$ cat src/rtl/csel_pkg.sv
package csel_pkg;

    localparam int ACK_W = 4;
    localparam logic [ACK_W-1:0] ACK_FAST = 4'd14;
    localparam logic [ACK_W-1:0] ACK_EXT  = 4'd15;

    typedef enum logic [2:0] {
        ST_IDLE,
        ST_SYNC,
        ST_WAIT,
        ST_ACK,
        ST_EXT,
        ST_MISS
    } cs_state_e;

    typedef struct packed {
        logic             sync_mode;
        logic [1:0]       lane;
        logic [1:0]       dir;
        logic             use_ds;
        logic [ACK_W-1:0] ack_code;
        logic [1:0]       space;
        logic [2:0]       level;
        logic             avec;
    } opt_t;

endpackage

$ cat src/rtl/csel_regs.sv
module csel_regs
    import csel_pkg::*;
#(
    parameter int BASE_W = 13
) (
    input  logic              clk,
    input  logic              rst_n,
    input  logic              cfg_we,
    input  logic              cfg_sel,
    input  logic [15:0]       cfg_wdata,
    output logic [BASE_W-1:0] base_q,
    output opt_t              opt_q
);

    always_ff @(posedge clk or negedge rst_n) begin
        if (!rst_n) begin
            base_q <= '0;
            opt_q  <= '0;
        end else if (cfg_we) begin
            if (cfg_sel) opt_q  <= opt_t'(cfg_wdata);
            else         base_q <= cfg_wdata[15 -: BASE_W];
        end
    end

endmodule

$ cat src/rtl/csel_match.sv
module csel_match #(
    parameter int ADDR_W = 24,
    parameter int BASE_W = 13,
    parameter bit PORT16 = 1'b1
) (
    input  logic [ADDR_W-1:0] addr,
    input  logic [2:0]        fc,
    input  logic              rw,
    input  logic [1:0]        siz,
    input  logic [BASE_W-1:0] base,
    input  logic [1:0]        space,
    input  logic [1:0]        dir,
    input  logic [1:0]        lane,
    input  logic [2:0]        level,
    output logic              hit,
    output logic              cpu_space
);

    localparam int MID_HI = ADDR_W - BASE_W - 1;

    logic is_user, is_sup;
    logic space_ok, addr_ok, dir_ok, lane_ok, level_ok;
    logic unused_mid;

    assign unused_mid = ^addr[MID_HI:4];

    assign cpu_space = (fc == 3'b111);
    assign is_user   = (fc == 3'd1) || (fc == 3'd2);
    assign is_sup    = (fc == 3'd5) || (fc == 3'd6);
    assign level_ok  = (level == 3'b000) || (addr[3:1] == level);

    always_comb begin
        unique case (space)
            2'b00:   space_ok = cpu_space;
            2'b01:   space_ok = is_user;
            2'b10:   space_ok = is_sup;
            default: space_ok = is_user || is_sup;
        endcase
    end

    assign addr_ok = cpu_space ? level_ok
                               : (addr[ADDR_W-1 -: BASE_W] == base);

    always_comb begin
        unique case (dir)
            2'b00:   dir_ok = 1'b0;
            2'b01:   dir_ok = rw;
            2'b10:   dir_ok = !rw;
            default: dir_ok = 1'b1;
        endcase
    end

    generate
        if (PORT16) begin : g_lane
            logic multi, hi_lane, lo_lane;
            assign multi   = (siz != 2'b01);
            assign hi_lane = multi || !addr[0];
            assign lo_lane = multi ||  addr[0];
            always_comb begin
                unique case (lane)
                    2'b00:   lane_ok = 1'b0;
                    2'b01:   lane_ok = lo_lane;
                    2'b10:   lane_ok = hi_lane;
                    default: lane_ok = 1'b1;
                endcase
            end
        end else begin : g_nolane
            logic unused_lane;
            assign unused_lane = ^{lane, siz, addr[0]};
            assign lane_ok = 1'b1;
        end
    endgenerate

    assign hit = space_ok && addr_ok && dir_ok && lane_ok;

endmodule

$ cat src/rtl/csel_fsm.sv
module csel_fsm
    import csel_pkg::*;
(
    input  logic             clk,
    input  logic             rst_n,
    input  logic             as_n,
    input  logic             ds_n,
    input  logic             eclk_en,
    input  logic             hit,
    input  logic             sync_mode,
    input  logic             use_ds,
    input  logic [ACK_W-1:0] ack_code,
    output logic             cs_act,
    output logic             ack_act
);

    cs_state_e        state_q, state_d;
    logic [ACK_W-1:0] cnt_q;
    logic             strobe, launch;
    cs_state_e        launch_st;

    assign strobe = !as_n && (use_ds ? !ds_n : 1'b1);

    always_comb begin
        if (ack_code == ACK_EXT)
            launch_st = ST_EXT;
        else if (ack_code == ACK_FAST || ack_code == '0)
            launch_st = ST_ACK;
        else
            launch_st = ST_WAIT;
    end

    always_comb begin
        state_d = state_q;
        launch  = 1'b0;
        if (as_n) begin
            state_d = ST_IDLE;
        end else begin
            unique case (state_q)
                ST_IDLE: begin
                    if (strobe) begin
                        if (!hit) begin
                            state_d = ST_MISS;
                        end else if (sync_mode && !eclk_en) begin
                            state_d = ST_SYNC;
                        end else begin
                            launch  = 1'b1;
                            state_d = launch_st;
                        end
                    end
                end
                ST_SYNC: begin
                    if (eclk_en) begin
                        launch  = 1'b1;
                        state_d = launch_st;
                    end
                end
                ST_WAIT: begin
                    if (cnt_q == ACK_W'(1)) state_d = ST_ACK;
                end
                ST_ACK, ST_EXT, ST_MISS: state_d = state_q;
                default: state_d = ST_IDLE;
            endcase
        end
    end

    always_ff @(posedge clk or negedge rst_n) begin
        if (!rst_n) begin
            state_q <= ST_IDLE;
            cnt_q   <= '0;
        end else begin
            state_q <= state_d;
            if (launch)
                cnt_q <= ack_code;
            else if (state_q == ST_WAIT)
                cnt_q <= cnt_q - ACK_W'(1);
        end
    end

    always_comb begin
        logic direct;
        direct  = (state_q == ST_IDLE) && strobe && hit && !sync_mode;
        cs_act  = 1'b0;
        ack_act = 1'b0;
        if (rst_n && !as_n) begin
            unique case (state_q)
                ST_WAIT, ST_EXT: cs_act = 1'b1;
                ST_ACK: begin
                    cs_act  = 1'b1;
                    ack_act = 1'b1;
                end
                ST_IDLE: begin
                    cs_act  = direct;
                    ack_act = direct && (ack_code == ACK_FAST);
                end
                default: begin
                    cs_act  = 1'b0;
                    ack_act = 1'b0;
                end
            endcase
        end
    end

endmodule

$ cat src/rtl/csel_channel.sv
module csel_channel
    import csel_pkg::*;
#(
    parameter int ADDR_W = 24,
    parameter int BASE_W = 13,
    parameter bit PORT16 = 1'b1
) (
    input  logic              clk,
    input  logic              rst_n,
    input  logic              cfg_we,
    input  logic              cfg_sel,
    input  logic [15:0]       cfg_wdata,
    input  logic [ADDR_W-1:0] bus_addr,
    input  logic [2:0]        bus_fc,
    input  logic              bus_rw,
    input  logic [1:0]        bus_siz,
    input  logic              bus_as_n,
    input  logic              bus_ds_n,
    input  logic              eclk_en,
    input  logic              irq_pin_ack,
    output logic              cs_n,
    output logic              int_ack_n,
    output logic              avec_req
);

    logic [BASE_W-1:0] base_q;
    opt_t              opt_q;
    logic              hit, cpu_space, cs_act, ack_act;

    csel_regs #(.BASE_W(BASE_W)) u_regs (
        .clk       (clk),
        .rst_n     (rst_n),
        .cfg_we    (cfg_we),
        .cfg_sel   (cfg_sel),
        .cfg_wdata (cfg_wdata),
        .base_q    (base_q),
        .opt_q     (opt_q)
    );

    csel_match #(.ADDR_W(ADDR_W), .BASE_W(BASE_W), .PORT16(PORT16)) u_match (
        .addr      (bus_addr),
        .fc        (bus_fc),
        .rw        (bus_rw),
        .siz       (bus_siz),
        .base      (base_q),
        .space     (opt_q.space),
        .dir       (opt_q.dir),
        .lane      (opt_q.lane),
        .level     (opt_q.level),
        .hit       (hit),
        .cpu_space (cpu_space)
    );

    csel_fsm u_fsm (
        .clk       (clk),
        .rst_n     (rst_n),
        .as_n      (bus_as_n),
        .ds_n      (bus_ds_n),
        .eclk_en   (eclk_en),
        .hit       (hit),
        .sync_mode (opt_q.sync_mode),
        .use_ds    (opt_q.use_ds),
        .ack_code  (opt_q.ack_code),
        .cs_act    (cs_act),
        .ack_act   (ack_act)
    );

    assign cs_n      = !cs_act;
    assign int_ack_n = !ack_act;
    assign avec_req  = cs_act && cpu_space && opt_q.avec && irq_pin_ack;

endmodule

$ cat config.mk
export PLATFORM = sky130hd
export DESIGN_NAME = csel_channel
export DESIGN_NICKNAME = d
export VERILOG_FILES = /design/src/rtl/csel_pkg.sv /design/src/rtl/csel_regs.sv /design/src/rtl/csel_match.sv /design/src/rtl/csel_fsm.sv /design/src/rtl/csel_channel.sv
export SDC_FILE = /design/constraint.sdc
export NUM_CORES = 1
export LEC_CHECK = 0
export ABC_CLOCK_PERIOD_IN_PS = 5200
export BUFFER_PORTS_ARGS = -buffer_cell sky130_fd_sc_hd__buf_2
export CAP_MARGIN = 20
export CORE_ASPECT_RATIO = 0.75
export CORE_UTILIZATION = 56
export DETAILED_ROUTE_END_ITERATION = 10
export PLACE_DENSITY = 0.91
export SYNTH_ARGS = -nofsm -noshare
export SYNTH_HDL_FRONTEND = slang
export SYNTH_SLANG_ARGS = --single-unit
$ cat constraint.sdc
create_clock -name clk -period 5.2 [get_ports clk]
set_input_delay 1.04 -clock clk [delete_from_list [all_inputs] [get_ports clk]]
set_output_delay 1.04 -clock clk [all_outputs]
set_load 0.05 [all_outputs]
==> results of run 1 <==
path summary, 6_finish.rpt:
path / cells after the start / startpoint / end / slack, ns
setup reg to reg: 6 / u_fsm.state_q[0]$_DFFE_PN0P_ / u_fsm.cnt_q[2]$_DFFE_PN0P_ / 3.00
setup / recovery: 8 / bus_addr[12] / avec_req / 0.95
hold reg to reg: 1 / u_regs.opt_q[12]$_DFFE_PN0P_ / u_regs.opt_q[12]$_DFFE_PN0P_ / 0.50
min in group asynchronous: 2 / rst_n / u_fsm.state_q[2]$_DFFE_PN0P_ / 0.79
max in group asynchronous: 2 / rst_n / u_fsm.cnt_q[1]$_DFFE_PN0P_ / 4.09
hold / removal: 1 / u_regs.opt_q[12]$_DFFE_PN0P_ / u_regs.opt_q[12]$_DFFE_PN0P_ / 0.50
routing by layer:
metal / routed length [microns] / part of all wire [%] / GRT usage [%]
met3: 243 / 5.9 / 6.37
met4: 17 / 0.41 / 6.33
met2: 1870 / 45 / 40.2
met5: 0 / 0 / 0
met1: 2010 / 48 / 31.8
flip-flops by register name (all words and copies together), names as in the netlist:
signal and flops:
u_fsm.state_q 3, u_fsm.cnt_q 4, u_regs.base_q 13, u_regs.opt_q 16
synthesized netlist by cell type (2+ instances only):
library cell,number
sky130_fd_sc_hd__a22o_1,2
sky130_fd_sc_hd__nand3b_1,2
sky130_fd_sc_hd__nor2b_1,3
sky130_fd_sc_hd__mux2_2,9
sky130_fd_sc_hd__or4_1,2
sky130_fd_sc_hd__nand2_1,7
sky130_fd_sc_hd__xor2_1,12
sky130_fd_sc_hd__clkbuf_1,4
sky130_fd_sc_hd__nor2_1,12
sky130_fd_sc_hd__a31oi_1,2
sky130_fd_sc_hd__o21ai_1,3
sky130_fd_sc_hd__xnor2_1,6
sky130_fd_sc_hd__nand2b_1,5
sky130_fd_sc_hd__nor3_1,4
sky130_fd_sc_hd__mux2i_1,2
sky130_fd_sc_hd__ha_1,4
sky130_fd_sc_hd__a21oi_1,6
sky130_fd_sc_hd__nand3_1,2
sky130_fd_sc_hd__and2_1,2
sky130_fd_sc_hd__inv_1,8
sky130_fd_sc_hd__o21ai_0,5
sky130_fd_sc_hd__mux2_1,24
sky130_fd_sc_hd__a21o_1,2
sky130_fd_sc_hd__dfrtp_1,36
sky130_fd_sc_hd__nor4_1,6
stage by stage:
step           instance area (sq um)  util, %
2_1_floorplan                   2020        -
3_3_place_gp                    2310     68.9
3_5_place_dp                    2310     68.9
4_1_cts                         2390     71.3
5_1_grt                         2390     71.3
6_report                        2390     71.3
kinds of logic (layout without fill, tap and decap cells):
group	Yosys count	in the layout
AOI/OAI and AO/OA	28	28
xor gates and xnor gates	18	18
adders and majority gates	4	4
buffers and inverters	12	66
DFF	36	36
muxes	35	35
and+or+nand+nor	52	52
final cells by class:
class                      instances  area (sq um)  share of cell area, %
timing repair buffer              51           260                   10.9
tap                               40          50.0                   2.09
inverter                           8          30.0                   1.26
sequential                        36           901                   37.7
clock inverter                     1          5.00                  0.209
clock buffer                       6          72.6                   3.04
multi-input combinational        137          1070                   44.8
critical path, delay by kind of cell:
| family | cells | cell delay, ns |
|---|---|---|
| AOI/OAI and AO/OA | 2 | 0.54 |
| xor gates and xnor gates | 1 | 0.19 |
| buffers and inverters | 2 | 0.39 |
| and+or+nand+nor | 3 | 1.05 |
power groups by stage:
stage / Sequential (mW) / Combinational [mW] / Clock (mW)
final: 0.397 / 0.228 / 0.184
after global routing: 0.405 / 0.257 / 0.201
after CTS: 0.396 / 0.229 / 0.188
after detailed placement: 0.401 / 0.228 / 0
after global placement: 0.397 / 0.216 / 0
after floorplan: 0.377 / 0.175 / 0
==> run metrics, run 1 <==
result of the run finished, violations left; failing checks design-rule violations; number of different library cells in the post-synthesis netlist 40; post-place setup slack 0.976 ns; final weighted congestion in routability-driven placement 0.871; Cell Area, Synth 0.00202 sq mm; Final Hold Violating Endpoints 0; TritonCTS Sinks 36; synthesized-area fraction occupied by xor and xnor cells 7.81%; DIE WIDTH 71.3 microns; number of cells in the design after placement between 200 and 300; net count of the finished layout 297; clock tree skew after final layout 0.00599 ns; Core Box Area 0.00336 sq mm; combinational family with the most area after synthesis multiplexers; Layout fillers 263; Sw Ratio 32.9%; Post-synth top flop sky130_fd_sc_hd__dfrtp_1; worst hold-check path type flop to flop; count of hold-fix buffers inserted at cts 0; Clock power frac 22.8%; estimated wirelength of the detail-placed design 3250 microns; area fraction in compound gates after synthesis 8.99%; final slew viol count 0; share of the synthesized area in the top cell type 44.6%; detailed-route DRC error count 3; Synth Net Count 243; time the worst path needs with I/O delays and setup 4.25 ns; Pwr Total 0.809 mW; mux share of post-synthesis cell area 19.4%; pin count of the biggest net entering global routing 38; fraction of layout instances using a drive strength above 1 28.0%; Setup WS post-layout 0.952 ns; number of enable-type register cells in the synthesized netlist 0; delay of the slowest cell on the worst path approximately 0.49 ns; clock transition time at the flip-flop clock pins of the worst setup and hold paths 0.06 ns; category of the worst setup path capture point output pin; commonest non-fill, non-tap cells in the layout sky130_fd_sc_hd__buf_2 (49), sky130_fd_sc_hd__dfrtp_1 (36), sky130_fd_sc_hd__mux2_1 (24); Lkg Pwr 1.10 nW; number of I/O pins 57; GRT Util Overall 24.1%; share of power burned in combinational logic 28.2%; slowest cell on the critical path sky130_fd_sc_hd__or4bb_1; Cell Pwr Density 338 mW/mm^2; crit-path most repeated cell sky130_fd_sc_hd__buf_2; cell count after synthesis 185; sw power 0.267 mW; TritonCTS clock tree done; share of synthesized cell area in and, or, nand and nor gates around 14%; most common cell after layout, fill and taps aside sky130_fd_sc_hd__buf_2; number of gates resized after cts 0; Root Buffer Master sky130_fd_sc_hd__clkbuf_8; data required time of the critical path ~4.2 ns; post-detailed-route wirelength per cell 14.8 microns; port buffer count 49; vias 1,576; starting DRC count in detailed routing about 120; clock network latency to the later pin of the worst-skew pair 0.28 ns; cells taking the most area after synthesis sky130_fd_sc_hd__dfrtp_1 (45%), sky130_fd_sc_hd__mux2_1 (13%), sky130_fd_sc_hd__xor2_1 (5.2%); CP Max Fanout 3; setup repair after global routing missed its margin no; worst vdd rail ir drop a little under 0.0002 V; kind of start point of the critical path input pin; maximum operating frequency 235 MHz; Total Routed Length 4140 microns; area added between synthesis and finish 18.5%; starting density of the core between 60% and 70%; number of maximum-capacitance violations 0; Crit path arrival time 3.21 ns; postcts setup bufs 0; synth warn 0; post-synthesis register bit count 36; post-layout instance count excluding filler cells 279; proportion of register bits with asynchronous set or reset after synthesis 100%; portion of the post-synthesis area used by sequential elements between 40% and 50%; FP Rows 18; dominant cell type by area after synthesis sky130_fd_sc_hd__dfrtp_1; wire length of the first global-routing pass approximately 7000 microns; kind of critical path input pin to output pin; die span in y 54.0 microns; mean cell area of the mapped netlist between 10 and 15 sq um; Slew headroom roughly half; number of buffers inserted during clock tree synthesis 5; drt pass-1 iters 7; gr ovfl total 0; deepest clock path buffer count 2; Fin Hold WS 0.504 ns; share of power burned in registers 49.1%; Worst-Margin Slew roughly 0.73 ns; ANT cells 0; Pint 0.542 mW; fraction of the cycle the final worst path needs 81.7%; number of antenna violations at the first check in global routing 0; number of global-route vias before repair 1,612; share of synthesized cell area in full adder, half adder and majority cells 2.48%; Sum Neg Setup Slack 0 ns; die outline area about 0.0039 sq mm; Final ANT Viol Nets 0; total of endpoints with negative setup slack in the final report 0; vias per std cell 5.65; H-tree levels 2; chain of cells forming the critical path buf_2 > xnor2_1 > or4bb_1 > or4_1 > o22a_1 > o31a_1 > nor3_2 > buf_2
No activity file was read; power rests on OpenSTA's default activity.
==> run 2, diff against run 1 <==
--- a/config.mk
+++ b/config.mk
@@ -5,13 +5,13 @@
 export SDC_FILE = /design/constraint.sdc
 export NUM_CORES = 1
 export LEC_CHECK = 0
-export ABC_CLOCK_PERIOD_IN_PS = 5200
+export ABC_CLOCK_PERIOD_IN_PS = 3800
 export BUFFER_PORTS_ARGS = -buffer_cell sky130_fd_sc_hd__buf_2
 export CAP_MARGIN = 20
 export CORE_ASPECT_RATIO = 0.75
-export CORE_UTILIZATION = 56
+export CORE_UTILIZATION = 47
 export DETAILED_ROUTE_END_ITERATION = 10
-export PLACE_DENSITY = 0.91
+export PLACE_DENSITY = 0.82
 export SYNTH_ARGS = -nofsm -noshare
 export SYNTH_HDL_FRONTEND = slang
 export SYNTH_SLANG_ARGS = --single-unit
==> constraint.sdc (replaced) <==
create_clock -name clk -period 3.8 [get_ports clk]
set_input_delay 0.76 -clock clk [delete_from_list [all_inputs] [get_ports clk]]
set_output_delay 0.76 -clock clk [all_outputs]
set_load 0.05 [all_outputs]
==> run metrics, run 2 (synthesized netlist as in run 1, its figures left out) <==
result of the run finished, final reports clean; worst hold-check path type flop to flop; commonest non-fill, non-tap cells in the layout sky130_fd_sc_hd__buf_2 (48), sky130_fd_sc_hd__dfrtp_1 (36), sky130_fd_sc_hd__mux2_1 (24); clock tree skew after final layout 0.00599 ns (+0.00000153 ns); Core Box Area 0.00408 sq mm (+22%); FP Rows 20 (+2); kind of critical path input pin to output pin; starting DRC count in detailed routing 146 (+26%); worst vdd rail ir drop 0.000305 V (+56%); number of buffers inserted during clock tree synthesis 5 (unchanged); hold wc startpoint u_regs.opt_q[10]$_DFFE_PN0P_; GRT Util Overall 21.9% (-2.2 points); H-tree levels 2 (unchanged); postcts setup bufs 0 (unchanged); most common cell after layout, fill and taps aside sky130_fd_sc_hd__buf_2; CP Max Fanout 3 (unchanged); Slew headroom 48.2% (-3.0 points); Worst-Margin Slew 0.775 ns (+0.0450 ns); die span in y 58.8 microns (+8.8%); largest register by flop count u_regs.opt_q; maximum operating frequency 273 MHz; gr ovfl total 0 (unchanged); net count of the finished layout 297 (unchanged); Layout fillers 346 (+32%); clock transition time at the flip-flop clock pins of the worst setup and hold paths 0.07 ns (about the same); Pwr Total 1.19 mW (+47%); fraction of the cycle the final worst path needs 96.3%; number of antenna violations at the first check in global routing 0 (unchanged); clock network latency to the later pin of the worst-skew pair 0.29 ns (about the same); flip-flop count of the largest register after layout 16 (unchanged); reg2reg start u_fsm.state_q[0]$_DFFE_PN0P_; Worst Hold Depth 1 (unchanged); final weighted congestion in routability-driven placement 0.896 (+2.8%); TritonCTS Sinks 36 (unchanged); total of endpoints with negative setup slack in the final report 0 (unchanged); category of the worst setup path capture point output pin; vias per std cell 5.44 (-3.6%); Lkg Pwr 1.13 nW (+2.4%); pin count of the biggest net entering global routing 37 (-2.6%); FF-to-FF End u_fsm.cnt_q[1]$_DFFE_PN0P_; R2R cell count 6 (unchanged); delay of the slowest cell on the worst path 0.53 ns (+0.04 ns); number of I/O pins 57 (unchanged); drt pass-1 iters 4 (-3); setup repair after global routing missed its margin no; Cell Pwr Density 484 mW/mm^2 (+43%); estimated wirelength of the detail-placed design 3350 microns (+3.1%); Root Buffer Master sky130_fd_sc_hd__clkbuf_8; starting density of the core 49.5% (-11 points); vias 1,606 (+1.9%); post-detailed-route wirelength per cell 15.2 microns (+2.4%); post-layout instance count excluding filler cells 295 (+5.7%); die outline area 0.00456 sq mm (+18%); largest registers u_regs.opt_q x16, u_regs.base_q x13, u_fsm.cnt_q x4; ANT cells 0 (unchanged); final slew viol count 0 (unchanged); Sum Neg Setup Slack 0 ns (unchanged); Final Hold Violating Endpoints 0 (unchanged); detailed-route DRC error count 0 (-3); fraction of layout instances using a drive strength above 1 28.7% (+0.72 points); number of maximum-capacitance violations 0 (unchanged); data required time of the critical path 3.04 ns (-1.12 ns); Final ANT Viol Nets 0 (unchanged); Hold Path Sink u_regs.opt_q[10]$_DFFE_PN0P_; Total Routed Length 4480 microns (+8.3%); wire length of the first global-routing pass 7480 microns (+6.8%); worst-case register-to-register setup slack 1.47 ns (-1.53 ns); DIE WIDTH 77.7 microns (+8.9%); number of global-route vias before repair 1,602 (-0.62%); kind of start point of the critical path input pin; slowest cell on the critical path sky130_fd_sc_hd__or4_1; Crit path arrival time 2.90 ns (-0.31 ns); number of cells in the design after placement 287 (+5.5%); deepest clock path buffer count 2 (unchanged); area added between synthesis and finish 21.8%; chain of cells forming the critical path buf_2 > mux2i_1 > nor4_2 > nand4b_1 > or4_1 > o22a_1 > o31a_1 > nor3_4 > buf_6; time the worst path needs with I/O delays and setup 3.66 ns; port buffer count 49 (unchanged); TritonCTS clock tree done
[run 2: cell types whose count changed in the layout (fill, tap and decap cells not counted), sizes merged]
cell and change:
bufinv +1
[run 2: power breakdown]
group | internal [mW] | switching [mW] | total (mW)
Combinational | 0.154 | 0.161 | 0.315
Clock | 0.195 | 0.137 | 0.331
Sequential | 0.462 | 0.0820 | 0.544
Total | 0.811 | 0.379 | 1.19
[run 2: worst max-delay path, delay by kind of cell]
family	cells	cell delay, ns
multiplexers	1	0.14
AND/OR/NAND/NOR	4	1.15
buffers and inverters	2	0.29
AO/OA/AOI/OAI	2	0.55
[run 2: layout make-up]
type,instances,area [sq um],area share [%]
clock inverter,2,35.0,1.42
inverter,8,30.0,1.22
multi-input combinational,137,1080,44.1
sequential,36,901,36.6
clock buffer,6,72.6,2.95
timing repair buffer,51,267,10.8
tap,55,68.8,2.80
[run 2: how the worst max path moves through the flow]
stage	startpoint	to	cells after the start
2_1_floorplan	bus_addr[12]	avec_req	6
3_3_place_gp	bus_addr[12]	avec_req	8
3_5_place_dp	bus_fc[1]	avec_req	9
4_1_cts	bus_fc[1]	avec_req	9
5_1_grt	bus_fc[2]	avec_req	9
6_report	bus_fc[2]	avec_req	9
[run 2: metal layers]
layer	track usage (%)	share of wire, %	routed length [microns]
met1	30.8	50	2250
met2	35.1	44	1960
met3	4.19	5.6	250
met4	5.93	0.56	25
met5	0	0	0
[run 2: stage by stage]
stage               utilization, %  setup WS (ns)  hold slack, ns  area (sq um)
detailed placement            57.3         0.0517           0.487          2340
floorplan                        -         0.0723           0.464          2020
finish                        60.3          0.141           0.496          2460
global placement              57.3          0.138           0.479          2340
global route                  60.3        0.00637           0.522          2460
CTS                           60.0         0.0392           0.503          2450
[run 2: repair_timing]
item	in CTS	in global routing
setup endpoints to repair	0	1
gates resized for setup	0	4
hold buffers	0	0
